===== config.mk =====
export PLATFORM = sky130hd
export DESIGN_NAME = ro_multibit_puf
export DESIGN_NICKNAME = d
export VERILOG_FILES = /design/src/rtl/puf_pkg.sv /design/src/rtl/ro_seq_ctrl.sv /design/src/rtl/ro_edge_counter.sv /design/src/rtl/ro_pair_word.sv /design/src/rtl/ro_resp_pack.sv /design/src/rtl/ro_multibit_puf.sv
export SDC_FILE = /design/constraint.sdc
export NUM_CORES = 1
export LEC_CHECK = 0
export ABC_CLOCK_PERIOD_IN_PS = 29200
export CAP_MARGIN = 20
export CORE_AREA = 2 2 242 244
export CTS_CLUSTER_SIZE = 16
export DETAILED_ROUTE_END_ITERATION = 10
export DIE_AREA = 0 0 244 246
export PLACE_DENSITY_LB_ADDON = 0.08
export SLEW_MARGIN = 20
export SYNTH_ARGS = -nofsm -noshare
export SYNTH_HDL_FRONTEND = slang
export SYNTH_HIERARCHICAL = 1
export SYNTH_SLANG_ARGS = --single-unit

===== constraint.sdc =====
create_clock -name clk -period 29.2 [get_ports clk]
set_input_delay 5.84 -clock clk [delete_from_list [all_inputs] [get_ports clk]]
set_output_delay 5.84 -clock clk [all_outputs]
set_load 0.02 [all_outputs]

===== src/rtl/puf_pkg.sv =====
package puf_pkg;
  localparam int WORD_W     = 32;
  localparam int MAG_W      = WORD_W - 1;
  localparam int POS_W      = 5;
  localparam int MAX_EXTRA  = 3;
  localparam int PLANES     = MAX_EXTRA + 1;

  typedef enum logic [2:0] {
    ST_IDLE,
    ST_MEAS_A,
    ST_MEAS_B,
    ST_COMPARE,
    ST_NEXT,
    ST_DONE
  } seq_state_e;
endpackage


===== src/rtl/ro_seq_ctrl.sv =====
module ro_seq_ctrl
  import puf_pkg::*;
#(
  parameter int N_PAIRS       = 100,
  parameter int SETTLE_CYCLES = 4,
  parameter int WIN_CYCLES    = 4096,
  parameter int PAIR_W        = (N_PAIRS > 1) ? $clog2(N_PAIRS) : 1
) (
  input  logic              clk,
  input  logic              rst_n,
  input  logic              start_i,
  output seq_state_e        state_o,
  output logic [PAIR_W-1:0] pair_o,
  output logic              win_on_o,
  output logic              clr_o,
  output logic              cap_a_o,
  output logic              done_o
);
  localparam int TOTAL   = SETTLE_CYCLES + WIN_CYCLES;
  localparam int TIMER_W = $clog2(TOTAL + 1);

  seq_state_e        state_q, state_d;
  logic [TIMER_W-1:0] timer_q, timer_d;
  logic [PAIR_W-1:0]  pair_q, pair_d;
  logic               measuring;
  logic               last_tick;
  logic               last_pair;

  assign measuring = (state_q == ST_MEAS_A) || (state_q == ST_MEAS_B);
  assign last_tick = measuring && (timer_q == TIMER_W'(TOTAL - 1));
  assign last_pair = (pair_q == PAIR_W'(N_PAIRS - 1));

  always_comb begin
    state_d = state_q;
    case (state_q)
      ST_IDLE:    if (start_i) state_d = ST_MEAS_A;
      ST_MEAS_A:  if (last_tick) state_d = ST_MEAS_B;
      ST_MEAS_B:  if (last_tick) state_d = ST_COMPARE;
      ST_COMPARE: state_d = ST_NEXT;
      ST_NEXT:    state_d = last_pair ? ST_DONE : ST_MEAS_A;
      ST_DONE:    state_d = ST_IDLE;
      default:    state_d = ST_IDLE;
    endcase
  end

  always_comb begin
    timer_d = '0;
    if (measuring && !last_tick) timer_d = timer_q + 1'b1;
  end

  always_comb begin
    pair_d = pair_q;
    if (state_q == ST_IDLE && start_i)          pair_d = '0;
    else if (state_q == ST_NEXT && !last_pair)  pair_d = pair_q + 1'b1;
  end

  always_ff @(posedge clk or negedge rst_n) begin
    if (!rst_n) begin
      state_q <= ST_IDLE;
      timer_q <= '0;
      pair_q  <= '0;
    end else begin
      state_q <= state_d;
      timer_q <= timer_d;
      pair_q  <= pair_d;
    end
  end

  assign state_o  = state_q;
  assign pair_o   = pair_q;
  assign win_on_o = measuring && (timer_q >= TIMER_W'(SETTLE_CYCLES));
  assign clr_o    = measuring && (timer_q == '0);
  assign cap_a_o  = (state_q == ST_MEAS_A) && last_tick;
  assign done_o   = (state_q == ST_DONE);
endmodule


===== src/rtl/ro_edge_counter.sv =====
module ro_edge_counter #(
  parameter int CNT_W = 20
) (
  input  logic             clk,
  input  logic             rst_n,
  input  logic             tog_i,
  input  logic             clr_i,
  input  logic             win_i,
  output logic [CNT_W-1:0] cnt_o
);
  logic [2:0]       sync_q;
  logic             rise;
  logic [CNT_W-1:0] cnt_q;
  logic             at_max;

  assign rise   = sync_q[1] & ~sync_q[2];
  assign at_max = &cnt_q;

  always_ff @(posedge clk or negedge rst_n) begin
    if (!rst_n) sync_q <= '0;
    else        sync_q <= {sync_q[1:0], tog_i};
  end

  always_ff @(posedge clk or negedge rst_n) begin
    if (!rst_n)                         cnt_q <= '0;
    else if (clr_i)                     cnt_q <= '0;
    else if (win_i && rise && !at_max)  cnt_q <= cnt_q + 1'b1;
  end

  assign cnt_o = cnt_q;
endmodule


===== src/rtl/ro_pair_word.sv =====
module ro_pair_word
  import puf_pkg::*;
#(
  parameter int CNT_W = 20
) (
  input  logic [CNT_W-1:0]  first_i,
  input  logic [CNT_W-1:0]  second_i,
  output logic [WORD_W-1:0] word_o
);
  logic             first_wins;
  logic [CNT_W-1:0] diff;

  assign first_wins = first_i > second_i;
  assign diff       = first_wins ? (first_i - second_i) : (second_i - first_i);
  assign word_o     = {first_wins, MAG_W'(diff)};
endmodule


===== src/rtl/ro_resp_pack.sv =====
module ro_resp_pack
  import puf_pkg::*;
#(
  parameter int N_PAIRS = 100,
  parameter int PAIR_W  = (N_PAIRS > 1) ? $clog2(N_PAIRS) : 1
) (
  input  logic                        clk,
  input  logic                        rst_n,
  input  logic                        clear_i,
  input  logic                        wr_i,
  input  logic [PAIR_W-1:0]           pair_i,
  input  logic [WORD_W-1:0]           word_i,
  input  logic [1:0]                  n_extra_i,
  input  logic [MAX_EXTRA*POS_W-1:0]  pos_i,
  output logic [PLANES*N_PAIRS-1:0]   resp_o
);
  logic [MAG_W-1:0] mag;
  assign mag = word_i[MAG_W-1:0];

  for (genvar j = 0; j < PLANES; j++) begin : g_plane
    logic [N_PAIRS-1:0] plane_q;
    logic               bit_val;

    if (j == 0) begin : g_sign
      assign bit_val = word_i[WORD_W-1];
    end else begin : g_mag
      logic [POS_W-1:0] pos;
      logic             in_range;
      assign pos      = pos_i[(j-1)*POS_W +: POS_W];
      assign in_range = (pos < POS_W'(MAG_W));
      assign bit_val  = (n_extra_i >= 2'(j)) && in_range && mag[pos];
    end

    always_ff @(posedge clk or negedge rst_n) begin
      if (!rst_n)       plane_q         <= '0;
      else if (clear_i) plane_q         <= '0;
      else if (wr_i)    plane_q[pair_i] <= bit_val;
    end

    assign resp_o[j*N_PAIRS +: N_PAIRS] = plane_q;
  end
endmodule


===== src/rtl/ro_multibit_puf.sv =====
module ro_multibit_puf
  import puf_pkg::*;
#(
  parameter int N_OSC         = 200,
  parameter int CNT_W         = 20,
  parameter int WIN_CYCLES    = 4096,
  parameter int SETTLE_CYCLES = 4
) (
  input  logic                 clk,
  input  logic                 rst_n,
  input  logic                 start,
  input  logic [1:0]           cfg_n_extra,
  input  logic [14:0]          cfg_pos,
  output logic [N_OSC-1:0]     osc_en,
  input  logic                 osc_toggle,
  output logic                 done,
  output logic [2*N_OSC-1:0]   response
);
  localparam int N_PAIRS = N_OSC / 2;
  localparam int PAIR_W  = (N_PAIRS > 1) ? $clog2(N_PAIRS) : 1;
  localparam int OSC_W   = PAIR_W + 1;
  localparam int CFG_W   = MAX_EXTRA * POS_W;

  logic [1:0]        rst_sync_q;
  logic              rst_int_n;
  seq_state_e        state;
  logic [PAIR_W-1:0] pair;
  logic              win_on, clr, cap_a, accept;
  logic [CNT_W-1:0]  edge_cnt, held_a;
  logic [WORD_W-1:0] cmp_word;
  logic [1:0]        n_extra_q;
  logic [CFG_W-1:0]  cfg_q;
  logic [OSC_W-1:0]  sel_idx;

  always_ff @(posedge clk or negedge rst_n) begin
    if (!rst_n) rst_sync_q <= '0;
    else        rst_sync_q <= {rst_sync_q[0], 1'b1};
  end
  assign rst_int_n = rst_sync_q[1];

  ro_seq_ctrl #(
    .N_PAIRS(N_PAIRS), .SETTLE_CYCLES(SETTLE_CYCLES),
    .WIN_CYCLES(WIN_CYCLES), .PAIR_W(PAIR_W)
  ) seq_i (
    .clk(clk), .rst_n(rst_int_n), .start_i(start), .state_o(state),
    .pair_o(pair), .win_on_o(win_on), .clr_o(clr), .cap_a_o(cap_a),
    .done_o(done)
  );

  assign accept = (state == ST_IDLE) && start;

  always_ff @(posedge clk or negedge rst_int_n) begin
    if (!rst_int_n) begin
      n_extra_q <= '0;
      cfg_q     <= '0;
    end else if (accept) begin
      n_extra_q <= cfg_n_extra;
      cfg_q     <= cfg_pos;
    end
  end

  ro_edge_counter #(.CNT_W(CNT_W)) cnt_i (
    .clk(clk), .rst_n(rst_int_n), .tog_i(osc_toggle), .clr_i(clr),
    .win_i(win_on), .cnt_o(edge_cnt)
  );

  always_ff @(posedge clk or negedge rst_int_n) begin
    if (!rst_int_n)  held_a <= '0;
    else if (cap_a)  held_a <= edge_cnt;
  end

  ro_pair_word #(.CNT_W(CNT_W)) word_i (
    .first_i(held_a), .second_i(edge_cnt), .word_o(cmp_word)
  );

  ro_resp_pack #(.N_PAIRS(N_PAIRS), .PAIR_W(PAIR_W)) pack_i (
    .clk(clk), .rst_n(rst_int_n), .clear_i(accept),
    .wr_i(state == ST_COMPARE), .pair_i(pair), .word_i(cmp_word),
    .n_extra_i(n_extra_q), .pos_i(cfg_q), .resp_o(response)
  );

  assign sel_idx = {pair, (state == ST_MEAS_B)};

  for (genvar i = 0; i < N_OSC; i++) begin : g_en
    assign osc_en[i] = win_on && (sel_idx == OSC_W'(i));
  end
endmodule


==> metrics.md <==
| Metric | Value |
|---|---|
| Outcome | complete, no violations |
| Postcts setup bufs | 0 |
| Kind of critical path | register to output pin |
| Final hold violations | 0 |
| Post-route minimum period | 9.879 ns |
| Pin count of the biggest net entering global routing | 202 |
| Port Buffer Count | a little over 600 |
| Worst EP required | 23.36 ns |
| PwrDens | 50.57 nW/µm² |
| Area delta synth->final | 32.39% |
| Num CTS Buffers | 53 |
| Worst Path Max Fanout | 64 |
| Max Freq | 101.2 MHz |
| Post-DP HPWL | 69530 µm |
| Die area | 60020 µm² |
| Total Routing Usage GR | 32.67% |
| Cell Count, Final, Fillers Out | slightly above 4000 |
| Seq/Total Area, Yosys | between 40% and 50% |
| Worst path slowest cell | clkdlybuf4s50_1 |
| Final setup fails | 0 |
| # rows | 88 |
| Placed Area | about 32000 µm² |
| Commonest cells after routing, fill and taps aside | 621 x clkdlybuf4s50_1, 540 x nand2_1, 483 x dfrtp_1 |
| Nets | 3352 |
| CP Cell Sequence | nand2b_1 -> a21oi_1 -> nor2b_1 -> or3b_2 -> buf_4 -> nor4_1 -> clkdlybuf4s50_1 |
| Final wirelength | between 100000 and 150000 µm |
| Hold Crit Class | register to register |
| Post-synthesis cell count | 2811 |
| Peak VDD IR | between 0.07 and 0.08 mV |
| Post-synth ARST share | 100.0% |
| Starting Density | 44.70% |
| CTS H-tree lvls | 2 |
| GPL Wtd Cong | 0.8648 |
| Placed cell count | 3995 |
| CP arrival | 4.04 ns |
| Routed via count | 23937 |
| Via density | 5.848 |
| Worst stage delay on the critical path | 0.69 ns |
| Finished Core Util | 59.18% |
| Clk slew on worst S/H paths | 0.06 ns |
| Drt first-iter violations | 1944 |
| Tcrit/Tclk final | 33.83% |
| Final Max Slew Viols | 0 |
| RSZ-0062 raised after global routing | false |
| DRT antenna net count | 0 |
| Yosys warns | 6 |
| CTS resizes | 0 |
| CTS tree | done |
| Netlist cell types | 93 |
| Remaining DRCs | 0 |
| Cts hold-fix bufs | 0 |
| Overall Power | 1717 µW |
| Most common cell after layout, fill and taps aside | clkdlybuf4s50_1 |
| Max Cap Viol | 0 |
| Initial antenna violation count | 0 |
| EDFF count, synth | 0 |
| Chip height | 246 µm |
| DIE WIDTH | 244 µm |
| Vias in the first global route | 23251 |
| Mapped Area | 25640 µm² |
| Clock Skews | between 0.02 and 0.03 ns |
| CP startpoint kind | register |
| First-pass GRT wire length | 149700 µm |
| Syn avg cell area | 9.123 µm² |
| Post-route setup TNS | 0 ns |
| Ports | between 600 and 700 |
| Worst-skew pair later-pin latency | roughly 0.62 ns |
| Inserted Diodes | 0 |
| Layout cell share with drive strength beyond 1 | a little under a tenth |
| Static leakage | roughly 0.013 µW |
| Total gr overflow | 0 |
| DR pass1 iterations | 5 |
| Main flop type after synthesis | dfrtp_1 |
| Clock root buffer | clkbuf_16 |
| Slew @ Worst Pin | 1.190 ns |
| Slew headroom | 20.55% |
| Std-Cell Core Area | between 50000 and 60000 µm² |
| Clock Tree Buf Depth | 3 |
| #FFs+latches synth | 485 |
| Crit end category | output pin |
| Post-route cell area | between 30000 and 40000 µm² |
| Clock sink total | 485 |
| WL per Instance | approximately 25 µm |
==> cells by family (layout without fill, tap and decap cells) <==
kind of cell	count (synthesis)	in the layout	share of synthesized area, %
AND/OR/NAND/NOR	1168	1168	23.62
AO/OA/AOI/OAI	639	639	14.12
flip-flops	485	485	47.33
buffers and inverters	333	840	6.216
multiplexers	105	105	5.269
adder cells (fa/ha/maj)	45	45	2.254
XOR/XNOR	34	34	1.161
other	2	12	0.02928
==> cell type report <==
| class | count | area, µm² |
|---|---|---|
| Sequential cell | 485 | 12140 |
| Fill cell | 4948 | 23410 |
| Timing Repair Buffer | 679 | 6728 |
| Tap cell | 765 | 957.2 |
| Clock buffer | 75 | 1519 |
| Clock inverter | 22 | 301.5 |
| Inverter | 64 | 241.5 |
| Multi-Input combinational cell | 2003 | 12060 |
==> worst paths after layout <==
path                                                 end              from  cells after the start  slack (ns)
max                                           osc_en[34]  seq_i/state_o[0]                      7       19.32
min                                      cnt_i/sync_q[1]   cnt_i/sync_q[0]                      0        0.35
max reg2reg                pack_i/g_plane[3].plane_q[28]    cnt_i/cnt_o[5]                     15       22.93
min reg2reg                              cnt_i/sync_q[1]   cnt_i/sync_q[0]                      0        0.35
max in group asynchronous                  rst_sync_q[1]             rst_n                      1       23.67
min in group asynchronous  pack_i/g_plane[2].plane_q[68]     rst_sync_q[1]                      0        0.42
==> through the flow <==
step | hold slack, ns | setup WS [ns]
floorplan | 0.3312 | 14.68
global placement | 0.3357 | 20.17
detailed placement | 0.3364 | 20.03
CTS | 0.3502 | 19.37
global route | 0.3696 | 19.07
finish | 0.3484 | 19.32
==> metal layers <==
layer | share of wire (%) | track usage, % | wire (µm) | vias to the layer above
li1 | - | - | - | 10820
met1 | 39 | 40.33 | 39250 | 11890
met2 | 47 | 53.56 | 47320 | 979
met3 | 7.7 | 7.712 | 7735 | 248
met4 | 6.0 | 16.79 | 6045 | 0
met5 | 0 | 0 | 0 | -
==> Yosys cell counts, types with 22 or more instances <==
master	count	area share, %
o31ai_1	49	1.4
nor4_2	48	2.3
nor2_1	145	2.1
buf_6	29	1.3
buf_2	23	0.45
nand3_1	82	1.6
a21oi_1	200	3.9
o21ai_0	296	5.8
ha_1	43	2.1
nand3b_1	46	1.3
nor4_1	154	3.8
buf_1	23	0.34
nand2b_1	22	0.54
inv_1	64	0.94
o21ai_1	24	0.47
mux2_2	46	2.0
clkbuf_1	165	2.4
mux2i_1	36	1.4
nand2_1	542	7.9
dfrtp_1	485	47
==> where the power goes <==
| part | total [µW] | leakage, µW | internal [µW] | switching, µW |
|---|---|---|---|---|
| Clock | 698 | 0.000896 | 415 | 283 |
| Sequential | 721 | 0.00672 | 684 | 36.1 |
| Combinational | 298 | 0.00561 | 74.8 | 223 |
| Total | 1720 | 0.0132 | 1170 | 542 |
==> sequential cells by signal, summed over array words and instances (netlist names) <==
register                cells
pack_i/g_plane.plane_q    400
held_a                     20
rst_sync_q                  2
n_extra_q                   2
cnt_i/cnt_o                20
seq_i/timer_q              13
cfg_q                      15
seq_i/pair_o                7
cnt_i/sync_q                3
seq_i/state_o               3
==> worst max-delay path: cells and delay by family (launching register included) <==
| family | cells | cell delay, ns |
|---|---|---|
| buf+inv | 2 | 1.02 |
| flops | 1 | 0.52 |
| compound gates | 1 | 0.32 |
| simple gates | 4 | 1.51 |
Power figures use the tool's default switching activity.
